File: config.mk
export PLATFORM = sky130hd
export DESIGN_NAME = itlb_refill
export DESIGN_NICKNAME = d
export VERILOG_FILES = /design/src/rtl/itlb_pkg.sv /design/src/rtl/itlb_lru.sv /design/src/rtl/itlb_array.sv /design/src/rtl/itlb_ctrl.sv /design/src/rtl/itlb_refill.sv
export SDC_FILE = /design/constraint.sdc
export NUM_CORES = 1
export LEC_CHECK = 0
export ABC_CLOCK_PERIOD_IN_PS = 8690
export BUFFER_PORTS_ARGS = -buffer_cell sky130_fd_sc_hd__buf_2
export CORE_MARGIN = 2
export CORE_UTILIZATION = 60
export CTS_CLUSTER_SIZE = 28
export DETAILED_ROUTE_END_ITERATION = 8
export PLACE_DENSITY_LB_ADDON = 0.12
export SYNTH_ARGS = -nofsm -noshare
export SYNTH_HDL_FRONTEND = slang
export SYNTH_SLANG_ARGS = --single-unit
export TNS_END_PERCENT = 100
File: constraint.sdc
create_clock -name clk -period 8.69 [get_ports clk]
set_input_delay 1.3035 -clock clk [delete_from_list [all_inputs] [get_ports clk]]
set_output_delay 1.3035 -clock clk [all_outputs]
set_load 0.1 [all_outputs]
File: src/rtl/itlb_pkg.sv
package itlb_pkg;
  localparam int VA_W   = 32;
  localparam int ASID_W = 8;
  localparam int PG_MIN = 10;
  localparam int VPN_W  = VA_W - PG_MIN;
  localparam int PPN_W  = 19;
  localparam int PA_W   = PPN_W + PG_MIN;
  localparam int PROT_W = 2;
  localparam int N_SLOT = 4;
  localparam int SLOT_W = $clog2(N_SLOT);
  localparam int CTL_W  = 32;
  localparam int LRU_W  = 6;
  localparam int LRU_LO = CTL_W - LRU_W;

  typedef enum logic [1:0] {
    ST_OK    = 2'd0,
    ST_DMISS = 2'd1,
    ST_MULTI = 2'd2,
    ST_IMISS = 2'd3
  } status_e;

  typedef struct packed {
    logic              valid;
    logic              shared;
    logic [ASID_W-1:0] asid;
    logic [VPN_W-1:0]  vpn;
    logic [1:0]        size;
    logic [PPN_W-1:0]  ppn;
    logic [PROT_W-1:0] prot;
  } entry_t;

  // Offset mask for the four page sizes: 1K, 4K, 64K, 1M.
  function automatic logic [VA_W-1:0] page_mask(input logic [1:0] sz);
    logic [VA_W-1:0] m;
    case (sz)
      2'd0:    m = 32'h0000_03FF;
      2'd1:    m = 32'h0000_0FFF;
      2'd2:    m = 32'h0000_FFFF;
      default: m = 32'h000F_FFFF;
    endcase
    return m;
  endfunction

  function automatic logic entry_hits(input entry_t e, input logic [VA_W-1:0] va,
                                      input logic [ASID_W-1:0] asid);
    logic [VA_W-1:0] base;
    base = {e.vpn, {PG_MIN{1'b0}}};
    return e.valid && (((va ^ base) & ~page_mask(e.size)) == '0) &&
           (e.shared || (e.asid == asid));
  endfunction

  function automatic logic [PA_W-1:0] phys_addr(input entry_t e, input logic [VA_W-1:0] va);
    logic [VA_W-1:0] m;
    logic [PA_W-1:0] pm;
    m  = page_mask(e.size);
    pm = m[PA_W-1:0];
    return ({e.ppn, {PG_MIN{1'b0}}} & ~pm) | (va[PA_W-1:0] & pm);
  endfunction

  // Pairwise recency: field bit 5 is control bit 31.
  function automatic logic [LRU_W-1:0] lru_touch(input logic [LRU_W-1:0] f,
                                                 input logic [SLOT_W-1:0] s);
    logic [LRU_W-1:0] n;
    n = f;
    case (s)
      2'd0: n[5:3] = 3'b000;
      2'd1: begin n[5] = 1'b1; n[2:1] = 2'b00; end
      2'd2: begin n[4] = 1'b1; n[2] = 1'b1; n[0] = 1'b0; end
      default: begin n[3] = 1'b1; n[1] = 1'b1; n[0] = 1'b1; end
    endcase
    return n;
  endfunction

  function automatic logic [SLOT_W-1:0] lru_victim(input logic [LRU_W-1:0] f);
    if (f[5:3] == 3'b111)                      return 2'd0;
    if (!f[5] && (f[2:1] == 2'b11))            return 2'd1;
    if (!f[4] && !f[2] && f[0])                return 2'd2;
    return 2'd3;
  endfunction

  function automatic status_e status_xlate(input status_e st);
    return (st == ST_DMISS) ? ST_IMISS : st;
  endfunction
endpackage

File: src/rtl/itlb_lru.sv
module itlb_lru
  import itlb_pkg::*;
(
  input  logic              clk,
  input  logic              rst_n,
  input  logic              sw_wr,
  input  logic [CTL_W-1:0]  sw_data,
  input  logic              touch_en,
  input  logic [SLOT_W-1:0] touch_slot,
  output logic [CTL_W-1:0]  ctl,
  output logic [SLOT_W-1:0] victim
);
  logic [CTL_W-1:0] ctl_r;

  always_ff @(posedge clk) begin
    if (!rst_n) begin
      ctl_r <= '0;
    end else if (sw_wr) begin
      ctl_r <= sw_data;
    end else if (touch_en) begin
      ctl_r[CTL_W-1:LRU_LO] <= lru_touch(ctl_r[CTL_W-1:LRU_LO], touch_slot);
    end
  end

  assign ctl    = ctl_r;
  assign victim = lru_victim(ctl_r[CTL_W-1:LRU_LO]);
endmodule

File: src/rtl/itlb_array.sv
module itlb_array
  import itlb_pkg::*;
(
  input  logic              clk,
  input  logic              rst_n,
  input  logic              wr_en,
  input  logic [SLOT_W-1:0] wr_slot,
  input  entry_t            wr_entry,
  input  logic [VA_W-1:0]   look_va,
  input  logic [ASID_W-1:0] look_asid,
  output logic              hit,
  output logic [SLOT_W-1:0] hit_slot,
  output entry_t            hit_entry
);
  entry_t            ent [N_SLOT];
  logic [N_SLOT-1:0] match_vec;

  for (genvar g = 0; g < N_SLOT; g++) begin : g_slot
    entry_t ent_q;
    always_ff @(posedge clk) begin
      if (!rst_n) begin
        ent_q <= '0;
      end else if (wr_en && (wr_slot == SLOT_W'(g))) begin
        ent_q <= wr_entry;
      end
    end
    assign ent[g]       = ent_q;
    assign match_vec[g] = entry_hits(ent_q, look_va, look_asid);
  end

  always_comb begin
    hit_slot = '0;
    for (int i = N_SLOT - 1; i >= 0; i--) begin
      if (match_vec[i]) hit_slot = SLOT_W'(i);
    end
  end

  assign hit       = |match_vec;
  assign hit_entry = ent[hit_slot];
endmodule

File: src/rtl/itlb_ctrl.sv
module itlb_ctrl
  import itlb_pkg::*;
(
  input  logic              clk,
  input  logic              rst_n,
  input  logic              req_valid,
  input  logic [VA_W-1:0]   req_va,
  input  logic [ASID_W-1:0] req_asid,
  output logic              req_ready,
  input  logic              arr_hit,
  input  logic [SLOT_W-1:0] arr_slot,
  input  entry_t            arr_entry,
  input  logic [SLOT_W-1:0] victim,
  output logic              utlb_req,
  output logic [VA_W-1:0]   utlb_va,
  output logic [ASID_W-1:0] utlb_asid,
  input  logic              utlb_rsp_valid,
  input  status_e           utlb_status,
  input  entry_t            utlb_entry,
  output logic              wr_en,
  output logic [SLOT_W-1:0] wr_slot,
  output entry_t            wr_entry,
  output logic              touch_en,
  output logic [SLOT_W-1:0] touch_slot,
  output logic              miss_fire,
  output logic              refill_fire,
  output logic              rsp_valid,
  output status_e           rsp_status,
  output logic [SLOT_W-1:0] rsp_slot,
  output logic [PA_W-1:0]   rsp_paddr,
  output logic [PROT_W-1:0] rsp_prot
);
  typedef enum logic {S_IDLE, S_WAIT} state_e;

  state_e            state;
  logic [VA_W-1:0]   va_q;
  logic [ASID_W-1:0] asid_q;
  logic              accept, hit_fire, fail_fire, got_rsp;

  assign accept      = (state == S_IDLE) && req_valid;
  assign hit_fire    = accept && arr_hit;
  assign miss_fire   = accept && !arr_hit;
  assign got_rsp     = (state == S_WAIT) && utlb_rsp_valid;
  assign refill_fire = got_rsp && (utlb_status == ST_OK);
  assign fail_fire   = got_rsp && (utlb_status != ST_OK);

  assign req_ready  = (state == S_IDLE);
  assign utlb_req   = (state == S_WAIT);
  assign utlb_va    = va_q;
  assign utlb_asid  = asid_q;

  assign wr_en      = refill_fire;
  assign wr_slot    = victim;
  assign wr_entry   = utlb_entry;
  assign touch_en   = hit_fire || refill_fire;
  assign touch_slot = hit_fire ? arr_slot : victim;

  always_ff @(posedge clk) begin
    if (!rst_n) begin
      state  <= S_IDLE;
      va_q   <= '0;
      asid_q <= '0;
    end else begin
      if (miss_fire) begin
        state  <= S_WAIT;
        va_q   <= req_va;
        asid_q <= req_asid;
      end else if (got_rsp) begin
        state <= S_IDLE;
      end
    end
  end

  always_ff @(posedge clk) begin
    if (!rst_n) begin
      rsp_valid  <= 1'b0;
      rsp_status <= ST_OK;
      rsp_slot   <= '0;
      rsp_paddr  <= '0;
      rsp_prot   <= '0;
    end else begin
      rsp_valid <= hit_fire || got_rsp;
      if (hit_fire) begin
        rsp_status <= ST_OK;
        rsp_slot   <= arr_slot;
        rsp_paddr  <= phys_addr(arr_entry, req_va);
        rsp_prot   <= arr_entry.prot;
      end else if (refill_fire) begin
        rsp_status <= ST_OK;
        rsp_slot   <= victim;
        rsp_paddr  <= phys_addr(utlb_entry, va_q);
        rsp_prot   <= utlb_entry.prot;
      end else if (fail_fire) begin
        rsp_status <= status_xlate(utlb_status);
        rsp_slot   <= '0;
        rsp_paddr  <= '0;
        rsp_prot   <= '0;
      end
    end
  end
endmodule

File: src/rtl/itlb_refill.sv
module itlb_refill
  import itlb_pkg::*;
(
  input  logic               clk,
  input  logic               rst_n,
  input  logic               req_valid,
  output logic               req_ready,
  input  logic [31:0]        req_va,
  input  logic [7:0]         req_asid,
  output logic               rsp_valid,
  output logic [1:0]         rsp_status,
  output logic [1:0]         rsp_slot,
  output logic [28:0]        rsp_paddr,
  output logic [1:0]         rsp_prot,
  output logic               utlb_req,
  output logic [31:0]        utlb_va,
  output logic [7:0]         utlb_asid,
  input  logic               utlb_rsp_valid,
  input  logic [1:0]         utlb_rsp_status,
  input  logic               utlb_ent_valid,
  input  logic               utlb_ent_shared,
  input  logic [7:0]         utlb_ent_asid,
  input  logic [21:0]        utlb_ent_vpn,
  input  logic [1:0]         utlb_ent_size,
  input  logic [18:0]        utlb_ent_ppn,
  input  logic [1:0]         utlb_ent_prot,
  input  logic               ctl_wr,
  input  logic [31:0]        ctl_wdata,
  output logic [31:0]        ctl_q
);
  entry_t            utlb_entry, arr_entry, wr_entry;
  logic              arr_hit, wr_en, touch_en;
  logic [SLOT_W-1:0] arr_slot, victim, wr_slot, touch_slot;
  logic              miss_fire, refill_fire;
  status_e           rsp_status_e;

  assign utlb_entry = '{valid: utlb_ent_valid, shared: utlb_ent_shared, asid: utlb_ent_asid,
                        vpn: utlb_ent_vpn, size: utlb_ent_size, ppn: utlb_ent_ppn,
                        prot: utlb_ent_prot};

  itlb_array u_array (
    .clk(clk), .rst_n(rst_n),
    .wr_en(wr_en), .wr_slot(wr_slot), .wr_entry(wr_entry),
    .look_va(req_va), .look_asid(req_asid),
    .hit(arr_hit), .hit_slot(arr_slot), .hit_entry(arr_entry)
  );

  itlb_lru u_lru (
    .clk(clk), .rst_n(rst_n),
    .sw_wr(ctl_wr), .sw_data(ctl_wdata),
    .touch_en(touch_en), .touch_slot(touch_slot),
    .ctl(ctl_q), .victim(victim)
  );

  itlb_ctrl u_ctrl (
    .clk(clk), .rst_n(rst_n),
    .req_valid(req_valid), .req_va(req_va), .req_asid(req_asid), .req_ready(req_ready),
    .arr_hit(arr_hit), .arr_slot(arr_slot), .arr_entry(arr_entry), .victim(victim),
    .utlb_req(utlb_req), .utlb_va(utlb_va), .utlb_asid(utlb_asid),
    .utlb_rsp_valid(utlb_rsp_valid), .utlb_status(status_e'(utlb_rsp_status)),
    .utlb_entry(utlb_entry),
    .wr_en(wr_en), .wr_slot(wr_slot), .wr_entry(wr_entry),
    .touch_en(touch_en), .touch_slot(touch_slot),
    .miss_fire(miss_fire), .refill_fire(refill_fire),
    .rsp_valid(rsp_valid), .rsp_status(rsp_status_e), .rsp_slot(rsp_slot),
    .rsp_paddr(rsp_paddr), .rsp_prot(rsp_prot)
  );

  assign rsp_status = rsp_status_e;
endmodule

### After elaboration in Yosys (flattened, before gate mapping)

Cells that the tools add are included.

* bitwise logic cells: 23
* multiplexer cells: 50
* order comparisons: 1
* reductions and logical operators: 62
* eq/ne operators: 27

Operators by type and width (number)
* $pmux W20 S3: 6
* $mux W29: 8
* $and A32 B32 Y32: 4
* $logic_not A32 Y1: 4
* $not A20 Y32: 4
* $xor A32 B32 Y32: 4
* $and A29 B29 Y29: 4
* $bmux W55 S2: 1
* $not A29 Y29: 2
* $or A29 B29 Y29: 2
* $mux W23: 2
* $mux W2: 17
* $eq A8 B8 Y1: 4
* $logic_and A1 B1 Y1: 21
* $eq A2 B2 Y1 const B: 10
* $eq A2 B1 Y1 const B: 9
* $logic_not A2 Y1: 9
* $mux W6: 2
* $pmux W1 S2: 6
* $reduce_and A2 Y1: 6
* $reduce_bool A3 Y1: 4
* $mux W1: 8
* $logic_or A1 B1 Y1: 6
* $ne A2 B1 Y1 const B: 3
* other kinds (9): 17

* logic and storage cells: 206
* input bits: 134
* output and inout bits: 110
* bits in registers: 329

### Logic depth before layout (Yosys ltp)

* depth after elaboration: 23
* mapped depth: 15
* gate-level depth less buffers: 13

### By module

From an unflattened synthesis, not the netlist that was laid out.

* cells, all modules: 1966
* area total of the unflattened synthesis: 17028.8 um^2

By module, submodules not included
* itlb_array: instances 1, area an instance 11685.0 um^2, seq. area each 4404.2 um^2, cells each 1380
* itlb_ctrl: instances 1, area an instance 3966.3 um^2, seq. area each 1541.5 um^2, cells each 455
* itlb_lru: instances 1, area an instance 1377.6 um^2, seq. area each 640.6 um^2, cells each 131

### Worst setup path after synthesis

Ideal clock, no wire load.

* path type: input to register
* from: in req_va[12]
* to: reg u_lru.ctl_r[26] (netlist: u_lru.ctl[26])
* data required time: 8.620 ns
* stages: 15
* library setup time: 0.070 ns
* buffers on the path: 2
* arrival: 3.938 ns
* setup slack: 4.681 ns
* path through: buf_2 > xnor2_1 > nand4_1 > o32ai_2 > nand3_1 > nand2b_1 > a21bo_2 > clkbuf_1 > o21ai_1 > inv_1 > ha_1 > nor2_1 > a21oi_1 > a311o_1 > a21oi_1

* longest elaborated chain between the ends: 15
* elaborated cells on any way between the ends: 38
* classes of those cells: eq/ne (3); mux (8); bitwise (8); reduce/logical (19)

RTL lines
* start, declared: line itlb_refill.sv:8 `input logic [31:0] req_va,`
* $xor A32 B32 Y32: line itlb_pkg.sv:48 `return e.valid && (((va ^ base) & ~page_mask(e.size)) == '0) &&`
* $and A32 B32 Y32: line itlb_pkg.sv:48
* $logic_not A32 Y1: line itlb_pkg.sv:48
* $logic_and A1 B1 Y1 (2 in a row): line itlb_pkg.sv:48
* $mux W2 (4 in a row): line itlb_array.sv:34 `if (match_vec[i]) hit_slot = SLOT_W'(i);`
* $mux W2: line itlb_ctrl.sv:56 `assign touch_slot = hit_fire ? arr_slot : victim;`
* $eq A2 B1 Y1 / $logic_not A2 Y1 (equally long branches): line itlb_pkg.sv:65 `case (s)`
* $reduce_or A2 Y1 (no source line)
* $pmux W1 S2: line itlb_pkg.sv:65
* $mux W6: line itlb_lru.sv:20 `end else if (touch_en) begin`
* $mux W6: line itlb_lru.sv:18 `end else if (sw_wr) begin`
* end signal, assigned: line itlb_lru.sv:19 `ctl_r <= sw_data;`
* end signal, assigned by index: line itlb_lru.sv:21 `ctl_r[CTL_W-1:LRU_LO] <= lru_touch(ctl_r[CTL_W-1:LRU_LO], touch_slot);`
* end, declared: line itlb_lru.sv:13 `logic [CTL_W-1:0] ctl_r;`

Several ways; a longest one is shown, not always the timed one. The select of a mux whose other input is x is not followed.
A chain may end at the register's enable or synchronous reset.

### Worst setup path after layout

* from: in req_asid[1]
* to: reg u_lru.ctl_r[26] (netlist: u_lru.ctl[26])

* longest elaborated chain between the ends: 13
* elaborated cells on any way between the ends: 30
* classes of those cells: eq/ne (7); mux (8); reduce/logical (15)

RTL lines
* start, declared: line itlb_refill.sv:9 `input logic [7:0] req_asid,`
* $eq A8 B8 Y1: line itlb_pkg.sv:49 `(e.shared || (e.asid == asid));`
* $logic_or A1 B1 Y1: line itlb_pkg.sv:49
* $logic_and A1 B1 Y1: line itlb_pkg.sv:48
* $mux W2 (4 in a row): line itlb_array.sv:34
* $mux W2: line itlb_ctrl.sv:56
* $eq A2 B1 Y1 / $logic_not A2 Y1 (equally long branches): line itlb_pkg.sv:65
* $reduce_or A2 Y1 (no source line)
* $pmux W1 S2: line itlb_pkg.sv:65
* $mux W6: line itlb_lru.sv:20
* $mux W6: line itlb_lru.sv:18

Several ways; a longest one is shown, not always the timed one. The select of a mux whose other input is x is not followed.

==> metrics.cfg <==
[power]
leakagePower_nw=6.40
powerDensity_mw_per_mm2=211
ir_drop_mv=0.180
p_total_mw=3.57

[timing]
min_period_ns=4.03
skew_ns=0.0211
setup-tns-final_ns=0
holdWs_ns=0.444
slew_headroom_pct=32.2
rsz0062_at_grt=false
fin_ws_ns=4.66
hold_viol_final=0
fmax_ghz=0.248
worst_pin_slew_ns=1.02
period_share_pct=46.4
finalMaxSlewViolations=0
finalSetupViolCount=0

[clocking]
cts.path.max_buffers=3
ctsRootBufferMaster=clkbuf_16
postCtsSetupRepairBufs=0
cts_made_buffers=35
clk_latency_ns=0.52
cts.hold.buffers_added=0
cts_num_sinks=329
cts_max_level=2
cts_tree=yes
cts_resized=0
path_clk_slew_ns=0.06

[flow_run]
drv_cap=0

[floorplan]
rows=56
die_y_um=160
ios=244
core_area_sq_mm=0.0236
die_w_um=160
die-area_sq_mm=0.0255
initial_core_util_pct=61.5

[yosys]
syn_area_sq_mm=0.0145
synth_ff_type=dfxtp_1
syn_inst=1816
yosys_warnings=0
ys_seq_area_share_pct=45.4
synthArstFlopShare_pct=0
synth_area_leaders=dfxtp_1, nand2_1, a21oi_1
synth-edff-count=0
avgSynthCellArea_sq_um=8.00
synth_top_cell_by_area=dfxtp_1
synth_seq_cells=329
synth_fp_nets=1953
yosysUniqueCellTypes=60
synth_top_area_share_pct=45.4

[global_routing]
antenna_found_initial=3
gr-total-overflow=0
grt_usage_pct=33.4
grt_max_degree=133
grt_pass1_wl_um=68900
grt_pass1_vias=12800

[routing]
vias_per_cell=5.81
vias=13500
routed_wl_um=44200
drt_iter0_markers=1491
drcViolationCount=0
ant_nets=0
wl_per_cell_um=19.1
firstDrtPassIters=5

[min_path]
hold_path_end=u_ctrl.rsp_paddr[3]$_SDFFE_PN0P_
hold_start=u_ctrl.rsp_paddr[3]$_SDFFE_PN0P_
whs_path_depth=2
hp-class=flop to flop

[place]
placed_area_sq_mm=0.0156
port_buffers=243
dpl.hpwl_um=28800
place_congestion=0.948
dp_slack_ns=4.19

[finish]
multiInputGateArea_sq_mm=0.00727
regArea_sq_mm=0.00659
nFillCells=1974
fin_nets=2110
area.growth.synth_to_final_pct=16.4
drive_above_1_share_pct=17.9
stdcell_area_sq_mm=0.0169

[worst_setup_path]
arrival_ns=4.47
critical_path_required_ns=9.13
crit_path_end_kind=flop
crit_type=primary input to flop
critPathLaunchType=primary input
rr_worst_depth=9
r2r-start=u_array.ent[93]$_SDFFE_PN0P_
r2r_end=u_ctrl.rsp_paddr[17]$_SDFFE_PN0P_
critPathMaxFanout=10
rrSetupSlack_ns=5.28

[status]
status=finished, final reports clean

-- worst max path at each step --
stage	from	to
after global routing	req_va[11]	u_lru.ctl[26]$_SDFFE_PN0P_
after floorplan	req_va[12]	u_lru.ctl[26]$_SDFFE_PN0P_
after CTS	req_asid[1]	u_lru.ctl[26]$_SDFFE_PN0P_
after detailed placement	req_asid[1]	u_lru.ctl[26]$_SDFFE_PN0P_
final	req_asid[1]	u_lru.ctl[26]$_SDFFE_PN0P_
after global placement	req_va[22]	u_lru.ctl[26]$_SDFFE_PN0P_
-- synth_stat cells (3+ instances only) --
cell type  instances
nand2_1          581
dfxtp_1          329
a21oi_1          296
xnor2_1           89
clkbuf_1          87
mux2i_1           69
nor2_1            67
buf_2             32
nand3_1           28
nand4_1           24
xor2_1            24
buf_6             14
a22oi_1           11
inv_1             11
o21ai_0           11
o21ai_1           11
a211oi_1          10
o22ai_1           10
nor4_1             9
nor3_1             8
xnor2_2            7
or3_1              6
a41o_1             5
and3_1             4
buf_1              4
nand2_2            4
nand2b_1           4
o22a_1             4
o2bb2ai_1          4
or4_1              4
a211o_1            3
a41oi_1            3
ha_1               3
o211ai_1           3
o32ai_2            3
-- state kept, by name (all words and copies together), names as in the netlist --
name / count
u_ctrl.rsp_status: 2
u_ctrl.rsp_prot: 2
u_ctrl.rsp_slot: 2
u_ctrl.rsp_valid: 1
u_ctrl.rsp_paddr: 29
u_ctrl.utlb_va: 32
u_lru.ctl: 32
u_ctrl.utlb_asid: 8
u_ctrl.utlb_req: 1
u_array.ent: 220
-- final cells by class --
type                    count  share of cell area [%]
inverters                  12                   0.311
clock buffers              43                    5.66
multi-input cells        1336                    43.0
well taps                 319                    2.36
repair buffers            259                    7.91
clock inverters            17                    1.77
flip-flops and latches    329                    39.0
diodes                      1                  0.0148
-- through the flow --
stage	cells	utilization, %
2_1_floorplan	1816	-
3_3_place_gp	2255	66.2
3_5_place_dp	2255	66.2
4_1_cts	2315	71.6
5_1_grt	2316	71.6
6_report	2316	71.6
-- worst max-delay path, stage by stage --
cell	delay, ns
buf_2	0.15
xor2_1	0.17
nor4_1	0.34
a41o_1	0.36
nand3_1	0.18
nand2b_1	0.33
a21bo_2	0.39
o21ai_1	0.23
inv_1	0.11
ha_1	0.23
nor2_1	0.15
a21oi_1	0.08
a311o_1	0.32
a21oi_1	0.13
-- cell families (layout without fill, tap and decap cells) --
kind of cell	Yosys count	after routing	synth area share (%)
AND/OR/NAND/NOR	751	751	21.4
AO/OA/AOI/OAI	393	393	15.6
flip-flops	329	329	45.4
buffers and inverters	151	331	4.96
XOR/XNOR	120	120	7.60
multiplexers	69	69	4.76
adder cells (fa/ha/maj)	3	3	0.259
other	0	1	0
-- report_power, final --
part / internal, mW / leakage [nW] / switching, mW
Clock: 1.02 / 0.616 / 0.604
Sequential: 1.53 / 2.66 / 0.0177
Combinational: 0.0870 / 3.12 / 0.307
-- metal layers --
metal | vias to the layer above | wire (um) | track usage, %
met1 | 6347 | 18900 | 46.0
met3 | 104 | 4130 | 6.59
li1 | 6362 | - | -
met5 | - | 11 | 0
met2 | 644 | 19900 | 52.7
met4 | 2 | 1220 | 11.7
-- layout by cell type (no fill, tap or decap), drive strengths merged, types with 12 or more instances in the layout --
cell    count
a211oi     14
nor4       12
xor2       24
nand4      24
mux2i      69
nand2     585
xnor2      96
clkbuf     43
nand3      30
buf       259
dfxtp     329
o21ai      22
inv        13
nor2       67
a21oi     297
No activity file was read; power rests on OpenSTA's default activity.
